==> config.mk <==
export PLATFORM = sky130hd
export DESIGN_NAME = clkfail_guard
export DESIGN_NICKNAME = d
export VERILOG_FILES = /design/src/rtl/clkmon_pkg.sv /design/src/rtl/mclk_edge_sync.sv /design/src/rtl/stop_timer.sv /design/src/rtl/ctl_reg.sv /design/src/rtl/clkfail_guard.sv
export SDC_FILE = /design/constraint.sdc
export NUM_CORES = 1
export LEC_CHECK = 0
export BUFFER_PORTS_ARGS = -buffer_cell sky130_fd_sc_hd__buf_2
export CORE_MARGIN = 5
export CORE_UTILIZATION = 52
export DETAILED_ROUTE_END_ITERATION = 10
export MAX_ROUTING_LAYER = met4
export PLACE_DENSITY = 0.8
export SYNTH_ARGS = -nofsm -noshare
export SYNTH_HDL_FRONTEND = slang
export SYNTH_HIERARCHICAL = 1
export SYNTH_SLANG_ARGS = --single-unit
==> constraint.sdc <==
create_clock -name ref_clk -period 2.3 [get_ports ref_clk]
set_input_delay 0.23 -clock ref_clk [delete_from_list [all_inputs] [get_ports ref_clk]]
set_output_delay 0.23 -clock ref_clk [all_outputs]
set_load 0.02 [all_outputs]
==> src/rtl/clkmon_pkg.sv <==
// Package: shared register view and constants for the clock stop failover block.
// Assumes an 8-bit register whose low bits are decoded by software at fixed positions.
package clkmon_pkg;

    typedef struct packed {
        logic [3:0] rsvd;   // always zero
        logic       mon;    // bit 3: main clock stopped (read only)
        logic       sel;    // bit 2: 1 = backup oscillator clock
        logic [1:0] arm;    // bits 1..0: detection enable code
    } ctl_view_t;

    localparam logic [1:0] ARM_OFF   = 2'b00;
    localparam logic [1:0] ARM_ON    = 2'b11;
    localparam logic       SEL_RESET = 1'b1;

endpackage

==> src/rtl/mclk_edge_sync.sv <==
// Module: mclk_edge_sync
// Brings the asynchronous main clock into the reference domain through a chain of
// STAGES flops and flags either transition with one extra flop. Assumes the
// reference clock is fast enough to see each main-clock level at least once.
module mclk_edge_sync #(
    parameter int STAGES = 2
) (
    input  logic ref_clk,
    input  logic rst_n,
    input  logic mclk_i,
    output logic edge_o
);
    logic [STAGES:0] chain_q;

    // Purpose: first synchronizer flop samples the raw main clock
    always_ff @(posedge ref_clk) begin
        if (!rst_n) chain_q[0] <= 1'b0;
        else        chain_q[0] <= mclk_i;
    end

    // Purpose: remaining synchronizer flops plus the edge-history flop
    for (genvar g = 1; g <= STAGES; g++) begin : g_chain
        always_ff @(posedge ref_clk) begin
            if (!rst_n) chain_q[g] <= 1'b0;
            else        chain_q[g] <= chain_q[g-1];
        end
    end

    assign edge_o = chain_q[STAGES-1] ^ chain_q[STAGES];
endmodule

==> src/rtl/stop_timer.sv <==
// Module: stop_timer
// Measures the gap since the last synchronized main-clock edge. It raises
// stopped_o once the gap saturates at TIMEOUT, and it clears stopped_o after
// edges have kept the gap short for TIMEOUT consecutive cycles. All state is
// held clear while detection is not armed.
module stop_timer #(
    parameter int TIMEOUT = 16
) (
    input  logic ref_clk,
    input  logic rst_n,
    input  logic armed_i,
    input  logic edge_i,
    output logic stopped_o
);
    localparam int CW = $clog2(TIMEOUT + 1);
    localparam logic [CW-1:0] LIMIT = CW'(TIMEOUT);

    logic [CW-1:0] gap_q;
    logic [CW-1:0] recov_q;
    logic          stopped_q;
    logic          live;

    assign live = (gap_q < LIMIT);

    // Purpose: gap counter, cleared on each edge and saturating at the timeout
    always_ff @(posedge ref_clk) begin
        if (!rst_n || !armed_i) gap_q <= '0;
        else if (edge_i)        gap_q <= '0;
        else if (gap_q != LIMIT) gap_q <= gap_q + 1'b1;
    end

    // Purpose: recovery counter, counts cycles of live clock while flagged stopped
    always_ff @(posedge ref_clk) begin
        if (!rst_n || !armed_i || !stopped_q) recov_q <= '0;
        else if (!live)                       recov_q <= '0;
        else if (recov_q != LIMIT)            recov_q <= recov_q + 1'b1;
    end

    // Purpose: stop flag, set on a saturated gap and cleared after a full live window
    always_ff @(posedge ref_clk) begin
        if (!rst_n || !armed_i)                 stopped_q <= 1'b0;
        else if (!stopped_q && gap_q == LIMIT)  stopped_q <= 1'b1;
        else if (stopped_q && recov_q == LIMIT) stopped_q <= 1'b0;
    end

    assign stopped_o = stopped_q;

    // a stop is flagged only after the gap counter had saturated
    assert_stop_needs_gap_R6: assert property (@(posedge ref_clk) disable iff (!rst_n)
        $rose(stopped_q) |-> $past(gap_q == LIMIT));

    // disarming drops the stop flag on the next edge
    assert_disarm_clears_R9: assert property (@(posedge ref_clk) disable iff (!rst_n)
        !armed_i |=> !stopped_q);

    // the gap counter never runs past the timeout
    assert_gap_bounded_R5: assert property (@(posedge ref_clk) disable iff (!rst_n)
        gap_q <= LIMIT);
endmodule

==> src/rtl/ctl_reg.sv <==
// Module: ctl_reg
// Holds the arm field and the sticky clock-select bit. Assumes wr_en already
// combines the write strobe with the write-unlock input. An active monitor
// forces selection of the backup clock, and this overrides any software write.
module ctl_reg
    import clkmon_pkg::*;
(
    input  logic       ref_clk,
    input  logic       rst_n,
    input  logic       wr_en,
    input  logic [2:0] wdata,
    input  logic       mon_i,
    output logic [1:0] arm_o,
    output logic       sel_o
);
    logic [1:0] arm_q;
    logic       sel_q;
    logic       code_ok;

    assign code_ok = (wdata[1:0] == ARM_OFF) || (wdata[1:0] == ARM_ON);

    // Purpose: arm field, accepting only the off and on codes
    always_ff @(posedge ref_clk) begin
        if (!rst_n)                arm_q <= ARM_OFF;
        else if (wr_en && code_ok) arm_q <= wdata[1:0];
    end

    // Purpose: select bit, forced to the backup clock while the monitor is set
    always_ff @(posedge ref_clk) begin
        if (!rst_n)      sel_q <= SEL_RESET;
        else if (mon_i)  sel_q <= 1'b1;
        else if (wr_en)  sel_q <= wdata[2];
    end

    assign arm_o = arm_q;
    assign sel_o = sel_q;

    // the arm field never holds a reserved code
    assert_arm_legal_R4: assert property (@(posedge ref_clk) disable iff (!rst_n)
        arm_q == ARM_OFF || arm_q == ARM_ON);

    // an active monitor leaves the backup clock selected
    assert_sel_sticky_R7: assert property (@(posedge ref_clk) disable iff (!rst_n)
        mon_i |=> sel_q);

    // without an unlocked write the arm field holds its value
    assert_no_wr_hold_R2: assert property (@(posedge ref_clk) disable iff (!rst_n)
        !wr_en |=> $stable(arm_q));
endmodule

==> src/rtl/clkfail_guard.sv <==
// Module: clkfail_guard (top)
// Clock stop detection with failover to the backup oscillator. The main clock
// is sampled as data in the reference domain. The register reads back as
// {0000, monitor, select, arm}, and writes need wr_unlock to be 1.
module clkfail_guard
    import clkmon_pkg::*;
#(
    parameter int TIMEOUT     = 16,
    parameter int SYNC_STAGES = 2
) (
    input  logic       ref_clk,
    input  logic       rst_n,
    input  logic       main_clk,
    input  logic       bus_wr,
    input  logic [7:0] bus_wdata,
    input  logic       wr_unlock,
    output logic [7:0] bus_rdata,
    output logic       clk_sel_backup,
    output logic       osc_keep_on
);
    logic       mclk_edge;
    logic       stopped;
    logic       armed;
    logic       mon;
    logic [1:0] arm;
    logic       sel;
    logic       wr_en;
    logic       rsvd_unused;
    ctl_view_t  view;

    assign wr_en       = bus_wr && wr_unlock;
    assign armed       = (arm == ARM_ON);
    assign mon         = armed && stopped;
    assign rsvd_unused = ^bus_wdata[7:3];

    mclk_edge_sync #(.STAGES(SYNC_STAGES)) u_sync (
        .ref_clk (ref_clk),
        .rst_n   (rst_n),
        .mclk_i  (main_clk),
        .edge_o  (mclk_edge)
    );

    stop_timer #(.TIMEOUT(TIMEOUT)) u_timer (
        .ref_clk   (ref_clk),
        .rst_n     (rst_n),
        .armed_i   (armed),
        .edge_i    (mclk_edge),
        .stopped_o (stopped)
    );

    ctl_reg u_reg (
        .ref_clk (ref_clk),
        .rst_n   (rst_n),
        .wr_en   (wr_en),
        .wdata   (bus_wdata[2:0]),
        .mon_i   (mon),
        .arm_o   (arm),
        .sel_o   (sel)
    );

    // Purpose: assemble the read view with the reserved nibble tied low
    always_comb begin
        view.rsvd = 4'h0;
        view.mon  = mon;
        view.sel  = sel;
        view.arm  = arm;
    end

    assign bus_rdata      = view;
    assign clk_sel_backup = sel;
    assign osc_keep_on    = sel;

    // the oscillator request follows the select output
    assert_osc_follows_R10: assert property (@(posedge ref_clk) disable iff (!rst_n)
        osc_keep_on == clk_sel_backup);
endmodule

---- Word-level counts from Yosys, hierarchy flattened ----
Index checks and enable logic that the tools add are counted.
cells by class
  add/subtract/negate cells ............... 2
  multiply operators ...................... 0
  divide/modulo/power cells ............... 0
  $lt $le $gt $ge ......................... 1
  eq/ne operators ......................... 6
  shift-type cells ........................ 0
  multiplexer cells ....................... 2
  bitwise operators ....................... 3
  reduce and logical (&&, ||, !) cells .... 16
operators with widths
  kind                                                            count
  5-bit by 1-bit adder with 5-bit output (second input constant)  2
  5-bit equality test (second input constant)                     2
  5-bit != test (second input constant)                           2
  2-bit OR reduction                                              3
  1-bit logical AND                                               5
  5-bit less-than comparator (second input constant)              1
  2-bit equality test (second input constant)                     2
  1-bit logical NOT                                               3
  1-bit logical OR                                                3
  2-bit logical NOT                                               1
  1-bit 2-to-1 mux                                                2
  1-bit NOT                                                       2
  2-bit nonzero test                                              1
  1-bit bitwise XOR                                               1
word-level totals
  register bits after elaboration ......... 17
  latch bits .............................. 0
  RAM bits ................................ 0
  bits in read-only memories .............. 0
  output and inout bits ................... 10
  memories kept ........................... 0

---- Logic depth before layout (Yosys ltp) ----
Gate-level depths: netlist of run 1.
  word-level depth ........................ 5
  depth in mapped cells ................... 5
  mapped depth without buffers ............ 5

---- Cells and area by module ----
Netlist of run 1, hierarchy kept.
by module, submodules not included
  module          instances  cells each  area an instance (um^2)  seq. area each (um^2)
  stop_timer      1          51          505.5                    220.2
  ctl_reg         1          13          125.1                    60.1
  mclk_edge_sync  1          7           88.8                     60.1
  clkfail_guard   1          11          75.1                     0.0

---- Least setup slack after synthesis of run 1 ----
OpenSTA, ideal clock, no wires.
  kind .................................... register to register
  from .................................... register u_reg.arm_q[1], in the netlist u_reg/arm_o[1]
  to ...................................... register u_timer.gap_q[2]
  setup time .............................. 0.064 ns
  data arrival time ....................... 1.109 ns
  data required time ...................... 2.236 ns
  slack ................................... 1.128 ns
  cell stages (with the launch flop) ...... 5
  buffers on the path ..................... 0
  period minus slack after synthesis ...... 1.172 ns
  cell sequence ........................... dfxtp_1 -> and2_1 -> nand3b_1 -> or2_1 -> nor2_1
on the way
  cells in the longest elaborated chain, start to end .. 4
RTL lines
  what                          line                 RTL
  start, declared               ctl_reg.sv:16        logic [1:0] arm_q;
  start signal, assigned        ctl_reg.sv:25        else if (wr_en && code_ok) arm_q <= wdata[1:0];
  2-bit equality test           clkfail_guard.sv:32  assign armed = (arm == ARM_ON);
  net armed                     clkfail_guard.sv:23  logic armed;
  1-bit logical NOT             stop_timer.sv:27     if (!rst_n || !armed_i) gap_q <= '0;
  1-bit logical OR              stop_timer.sv:27
  2-bit OR reduction (no line)  n/a
  end signal, assigned          stop_timer.sv:29     else if (gap_q != LIMIT) gap_q <= gap_q + 1'b1;
  end, declared                 stop_timer.sv:18     logic [CW-1:0] gap_q;
The timed path passes the listed nets, and every way through them passes these cells.
A chain may end at the register's enable or synchronous reset.

---- Worst setup path in the final report of run 1 ----
  from .................................... register u_timer.recov_q[0]
  to ...................................... register u_timer.recov_q[1]
on the way
  cells in the longest elaborated chain, start to end .. 1
  elaborated cells between the ends (all ways) .. 2
  classes of those cells .................. add/sub: 1; eq/ne: 1
RTL lines
  what                                                                            line              RTL
  start, declared                                                                 stop_timer.sv:19  logic [CW-1:0] recov_q;
  start signal, assigned                                                          stop_timer.sv:36  else if (recov_q != LIMIT) recov_q <= recov_q + 1'b1;
  5-bit by 1-bit adder with 5-bit output / 5-bit != test (equally long branches)  stop_timer.sv:36
Several ways; a longest one is shown, not always the timed one.

==> flow_metrics.env, run 1 <==
export IMPL_worst_setup_path_end_kind="flop"
export IMPL_stdcell_area_um2=865
export IMPL_startpoint="u_timer/recov_q[0]$_SDFFE_PP0P_"
export IMPL_crit_family="simple AND/OR/NAND/NOR gates"
export IMPL_clockBufferDepth=2
export IMPL_required_ns=2.48
export IMPL_synth_simple_area_share_pct=23.8
export IMPL_portBuffers=13
export IMPL_postRouteAntennaNets=0
export IMPL_final_nets=113
export IMPL_core_area_um2=1470
export IMPL_maxCapViolCount=0
export IMPL_die_h_um=49.1
export IMPL_rows=14
export IMPL_die_x_um=49.1
export IMPL_detail_route_wl_per_cell_um=12.1
export IMPL_grt_pass1_wl_um=2270
export IMPL_crit_path_max_incr_delay_ns=0.34
export IMPL_cts_root_buf="clkbuf_4"
export IMPL_finalPower_uw=493
export IMPL_netlist_instances=82
export IMPL_fp_dieArea_um2=2410
export IMPL_clk_latency_ns=0.28
export IMPL_synth_seq_cells=17
export IMPL_r2r_start="u_timer/recov_q[0]$_SDFFE_PP0P_"
export IMPL_cts_tree="done"
export IMPL_crit_fanout=4
export IMPL_postPlaceCellArea_um2=838
export IMPL_cp_num_buf_inv=1
export IMPL_power_leakage_nw=0.341
export IMPL_startpoint_type="flop"
export IMPL_cts_num_sinks=17
export IMPL_start_util_pct=54.0
export IMPL_synthToLayoutAreaGrowth_pct=8.82
export IMPL_critPathArrivalTime_ns=1.44
export IMPL_timing_setup_tns_ns=0
export IMPL_first_iter_violations=6
export IMPL_grt_pass1_vias=551
export IMPL_synth_top_family_by_area="simple AND/OR/NAND/NOR gates"
export IMPL_drc_errors=0
export IMPL_drive_gt1_share_pct=22.1
export IMPL_cts_resized=0
export IMPL_setup_viol=0
export IMPL_synth_compound_area_share_pct=4.41
export IMPL_vias_per_cell=5.01
export IMPL_avgSynthCellArea_um2=9.69
export IMPL_critical_path_cell_chain="inv_1, ha_1, and4bb_2, mux2i_1, nor2_1"
export IMPL_numCtsBuffers=3
export IMPL_synthXorXnorAreaFrac_pct=9.92
export IMPL_grt_overflow=0
export IMPL_status="finished, final reports clean"
export IMPL_gp_congestion=0.697
export IMPL_min_period_ns=1.26
export IMPL_max_freq_ghz=0.793
export IMPL_dr_pass1_iters=4
export IMPL_vias=556
export IMPL_clock_skew_ns=0.00100
export IMPL_clkTransAtPathRegs_ns=0.09
export IMPL_min_period_over_period_pct=54.8
export IMPL_io_pins=23
export IMPL_yosysUniqueCellTypes=24
export IMPL_wl_um=1350
export IMPL_min_path_type="in -> reg"
export IMPL_htree_levels=1
export IMPL_rsz0062_at_grt="no"
export IMPL_post_cts_buffers=0
export IMPL_power_density_nw_per_um2=570
export IMPL_crit_path_top_delay_cell="dfxtp_1"
export IMPL_seq_area_frac_synth_pct=42.8
export IMPL_grt_max_degree=11
export IMPL_antenna_cells=0
export IMPL_hold_viol=0
export IMPL_dp_hpwl_um=1030
export IMPL_hold_buffers=0
export IMPL_ir_drop_mv=0.471
export IMPL_hp_start="main_clk"
export IMPL_maxSlewViolCount=0
export IMPL_synthMuxAreaShare_pct=3.78
export IMPL_syn_cell_area_um2=795
export IMPL_ys_warn_count=6
export IMPL_grtUsageTotal_pct=12.0
export IMPL_antenna_found_initial=0
export IMPL_criticalPathCategory="reg -> reg"
export IMPL_synth_fa_ha_area_share_pct=6.30
-- worst paths after layout --
check	cells after the start	slack (ns)	endpoint
max	5	1.04	u_timer/recov_q[1]$_SDFFE_PP0P_
min	2	0.16	u_sync/chain_q[0]$_SDFF_PN0_
max reg2reg	5	1.04	u_timer/recov_q[1]$_SDFFE_PP0P_
min reg2reg	1	0.44	u_sync/chain_q[1]$_SDFF_PN0_
-- layout make-up --
cell class | instances | area (um2)
multi-input cells | 57 | 398
flip-flops and latches | 17 | 340
fillers | 148 | 607
inverters | 4 | 15.0
well taps | 16 | 20.0
clock buffers | 4 | 26.3
repair buffers | 13 | 65.1
-- cells in the final DEF, fill, tap and decap left out, types with 2 or more instances in the layout --
cell type	count
nand3_1	4
dfxtp_1	17
xor2_1	5
a21oi_1	2
conb_1	4
ha_1	4
nor2_1	10
buf_2	13
nand2_1	4
mux2i_1	3
clkbuf_4	3
nand3b_1	2
xnor2_1	4
inv_1	4
o22ai_1	2
and2_1	4
-- worst register-to-register path, cell delays in order (launching register included) --
cell and delay [ns]:
dfxtp_1 0.34, inv_1 0.09, ha_1 0.15, and4bb_2 0.31, mux2i_1 0.22, nor2_1 0.05
-- sequential cells by signal, indices dropped and copies added (netlist names) --
name               flops
u_sync/chain_q         3
u_timer/stopped_o      1
u_timer/gap_q          5
u_timer/recov_q        5
u_reg/arm_o            2
u_reg/sel_o            1
-- logic make-up after synthesis --
| family | count (synthesis) |
|---|---|
| buf+inv | 11 |
| compound gates | 5 |
| fa+ha+maj | 4 |
| flops | 17 |
| xor+xnor | 9 |
| simple gates | 32 |
| mux | 3 |
| other cells | 1 |
-- per-layer routing --
metal / GRT usage [%] / share of wire [%] / vias to the layer above / wire (um)
li1: - / - / 286 / -
met1: 12.2 / 42 / 255 / 560
met2: 20.8 / 52 / 13 / 700
met3: 5.50 / 5.8 / 2 / 78
met4: 2.69 / 0.67 / 0 / 9
met5: - / 0 / - / 0
-- power breakdown --
part	switching [mW]	internal, mW	total (mW)
clock	0.0845	0.0673	0.152
sequential	0.00356	0.299	0.303
combinational	0.0236	0.0144	0.0381
-- synth_stat cells --
library cell | instances | area (um2)
nand4b_1 | 1 | 8.76
or2_1 | 1 | 6.26
a211oi_2 | 1 | 12.5
nand3_1 | 4 | 20.0
and4bb_2 | 1 | 12.5
dfxtp_1 | 17 | 340
mux2i_1 | 3 | 30.0
and4bb_4 | 1 | 16.3
ha_1 | 4 | 50.1
inv_1 | 4 | 15.0
nand2_1 | 4 | 15.0
a21oi_1 | 2 | 10.0
buf_4 | 7 | 52.6
xor2_1 | 5 | 43.8
nor2_1 | 10 | 37.5
xnor2_1 | 4 | 35.0
nand3b_1 | 2 | 15.0
o22ai_1 | 2 | 12.5
and3_1 | 1 | 6.26
nor2b_4 | 1 | 13.8
and2_2 | 1 | 7.51
nor3_1 | 1 | 5.00
and2_1 | 4 | 25.0
conb_1 | 1 | 3.75
-- metrics by stage --
step,utilization (%),hold WS [ns],setup slack [ns],instances
global placement,57.0,0.418,1.10,107
CTS,58.8,0.156,1.03,111
floorplan,-,0.313,1.13,85
finish,58.8,0.163,1.04,111
global route,58.8,0.167,0.937,111
detailed placement,57.0,0.423,1.08,107
Power figures use the tool's default switching activity.
==> inputs of run 2 (changes only) <==
Settings changed: CORE_UTILIZATION 52 to 49, PLACE_DENSITY 0.8 to 0.76.
Clock period 2.3 ns to 1.3 ns, I/O delays scaled along.
==> run 2 against run 1 <==
  * Clock power rose by 86%
  * Critical path depth unchanged
  * Count of clock-buffer cells in the layout stayed put
  * Sequential power grew 77%
  * Hold slack worse by 0.12 ns
  * Register-to-register slack worse by 0.95 ns
  * Via count grew 0.54%
  * Power is 80% higher
  * Combinational power rose by 74%
  * Non-clock buffer count did not move
  * Final cell count stayed put
  * Largest cell class unchanged
  * Highest routed layer unchanged
==> flow_metrics.env, run 2 (synthesis gave the netlist of run 1 again) <==
export IMPL_portBuffers=13
export IMPL_combPwrFrac_pct=7.5
export IMPL_power_density_nw_per_um2=1020
export IMPL_crit_path_max_incr_delay_ns=0.39
export IMPL_p_clk_share_pct=31.9
export IMPL_p_sw_uw=210
export IMPL_crit_fanout=4
export IMPL_detail_route_wl_per_cell_um=11.5
export IMPL_clkTransAtPathRegs_ns=0.09
export IMPL_clockBufferDepth=2
export IMPL_ir_drop_mv=0.635
export IMPL_grt_pass1_wl_um=2170
export IMPL_antenna_cells=0
export IMPL_hold_buffers=0
export IMPL_rsz0062_at_grt="no"
export IMPL_status="finished, final reports clean"
export IMPL_grt_max_degree=11
export IMPL_numCtsBuffers=3
export IMPL_vias=559
export IMPL_die_h_um=50.3
export IMPL_finalPower_uw=885
export IMPL_final_util_pct=56.9
export IMPL_postRouteAntennaNets=0
export IMPL_critical_path_cell_chain="inv_1, ha_1, and4bb_2, xnor2_1, nor2_1"
export IMPL_dp_hpwl_um=993
export IMPL_startpoint_type="flop"
export IMPL_crit_family="flip-flops"
export IMPL_wl_um=1280
export IMPL_vias_per_cell=5.04
export IMPL_htree_levels=1
export IMPL_cts_tree="done"
export IMPL_dr_pass1_iters=2
export IMPL_io_pins=23
export IMPL_rows=14
export IMPL_biggestRegsByFlops="u_timer/gap_q (5), u_timer/recov_q (5), u_sync/chain_q (3)"
export IMPL_antenna_found_initial=0
export IMPL_hold_viol=0
export IMPL_start_util_pct=52.1
export IMPL_cts_num_sinks=17
export IMPL_final_nets=113
export IMPL_fillCellCount=139
export IMPL_gp_congestion=0.734
export IMPL_clock_skew_ns=0.00312
export IMPL_synthToLayoutAreaGrowth_pct=9.13
export IMPL_min_period_ns=1.21
export IMPL_crit_path_top_delay_cell="dfxtp_1"
export IMPL_first_iter_violations=6
export IMPL_min_path_type="in -> reg"
export IMPL_cp_num_buf_inv=1
export IMPL_setup_viol=0
export IMPL_min_period_over_period_pct=92.8
export IMPL_grt_overflow=0
export IMPL_core_area_um2=1520
export IMPL_fp_dieArea_um2=2530
export IMPL_p_int_uw=675
export IMPL_maxSlewViolCount=0
export IMPL_timing_setup_tns_ns=0
export IMPL_required_ns=1.49
export IMPL_instances_no_fill=111
export IMPL_final_common_cell="dfxtp_1"
export IMPL_holdWs_ns=0.0427
export IMPL_max_freq_ghz=0.829
export IMPL_power_leakage_nw=0.342
export IMPL_post_place_cells=107
export IMPL_drc_errors=0
export IMPL_grt_pass1_vias=521
export IMPL_critPathArrivalTime_ns=1.40
export IMPL_cts_root_buf="clkbuf_4"
export IMPL_criticalPathCategory="reg -> reg"
export IMPL_worst_setup_path_end_kind="flop"
export IMPL_clk_latency_ns=0.29
export IMPL_swShare_pct=23.8
export IMPL_drive_gt1_share_pct=25.3
export IMPL_seqPwrFrac_pct=60.6
export IMPL_grtUsageTotal_pct=12.0
export IMPL_maxCapViolCount=0
export IMPL_die_x_um=50.3
export IMPL_final_cell_mix="15 x dfxtp_1, 13 x buf_2, 10 x nor2_1, 5 x xor2_1"
[run 2: cell counts in the layout (fill, tap and decap cells not counted)]
No cell type changed its count.
[run 2: power by group through the flow]
stage	sequential (mW)	combinational, mW	clock, mW
after global routing	0.539	0.0707	0.325
final	0.536	0.0662	0.283
after global placement	0.548	0.0645	0
after detailed placement	0.549	0.0661	0
after CTS	0.537	0.0662	0.297
after floorplan	0.555	0.0467	0
[run 2: cell type report]
cell class	instances	area, um2	share of cell area [%]
Clock buffer	4	26.3	3.03
Inverter	4	15.0	1.73
Multi-Input combinational cell	57	398	45.9
Sequential cell	17	343	39.5
Tap cell	16	20.0	2.31
Timing Repair Buffer	13	65.1	7.50
[run 2: final timing paths]
kind | slack, ns | end | cells past startpoint | start
max | 0.09 | u_timer/recov_q[0]$_SDFFE_PP0P_ | 5 | u_timer/recov_q[1]$_SDFFE_PP0P_
min reg2reg | 0.46 | u_sync/chain_q[1]$_SDFF_PN0_ | 1 | u_sync/chain_q[0]$_SDFF_PN0_
max reg2reg | 0.09 | u_timer/recov_q[0]$_SDFFE_PP0P_ | 5 | u_timer/recov_q[1]$_SDFFE_PP0P_
min | 0.04 | u_sync/chain_q[0]$_SDFF_PN0_ | 2 | main_clk
[run 2: per-stage QoR]
stage,setup slack [ns],area [um2]
3_3_place_gp,0.101,838
6_report,0.0932,867
5_1_grt,0.00550,867
4_1_cts,0.0706,865
3_5_place_dp,0.0884,838
2_1_floorplan,0.128,806
[run 2: what timing repair did]
action                                  in CTS  in global routing
gates resized for setup                      0                  3
endpoints found under the setup margin       0                  4
setup buffers                                0                  0
[run 2: routing by layer]
layer,wire length (um),part of all wire [%],global-route usage [%]
met4,17,1.3,6.55
met2,660,52,19.9
met5,0,0,-
met3,59,4.6,6.21
met1,542,42,11.0
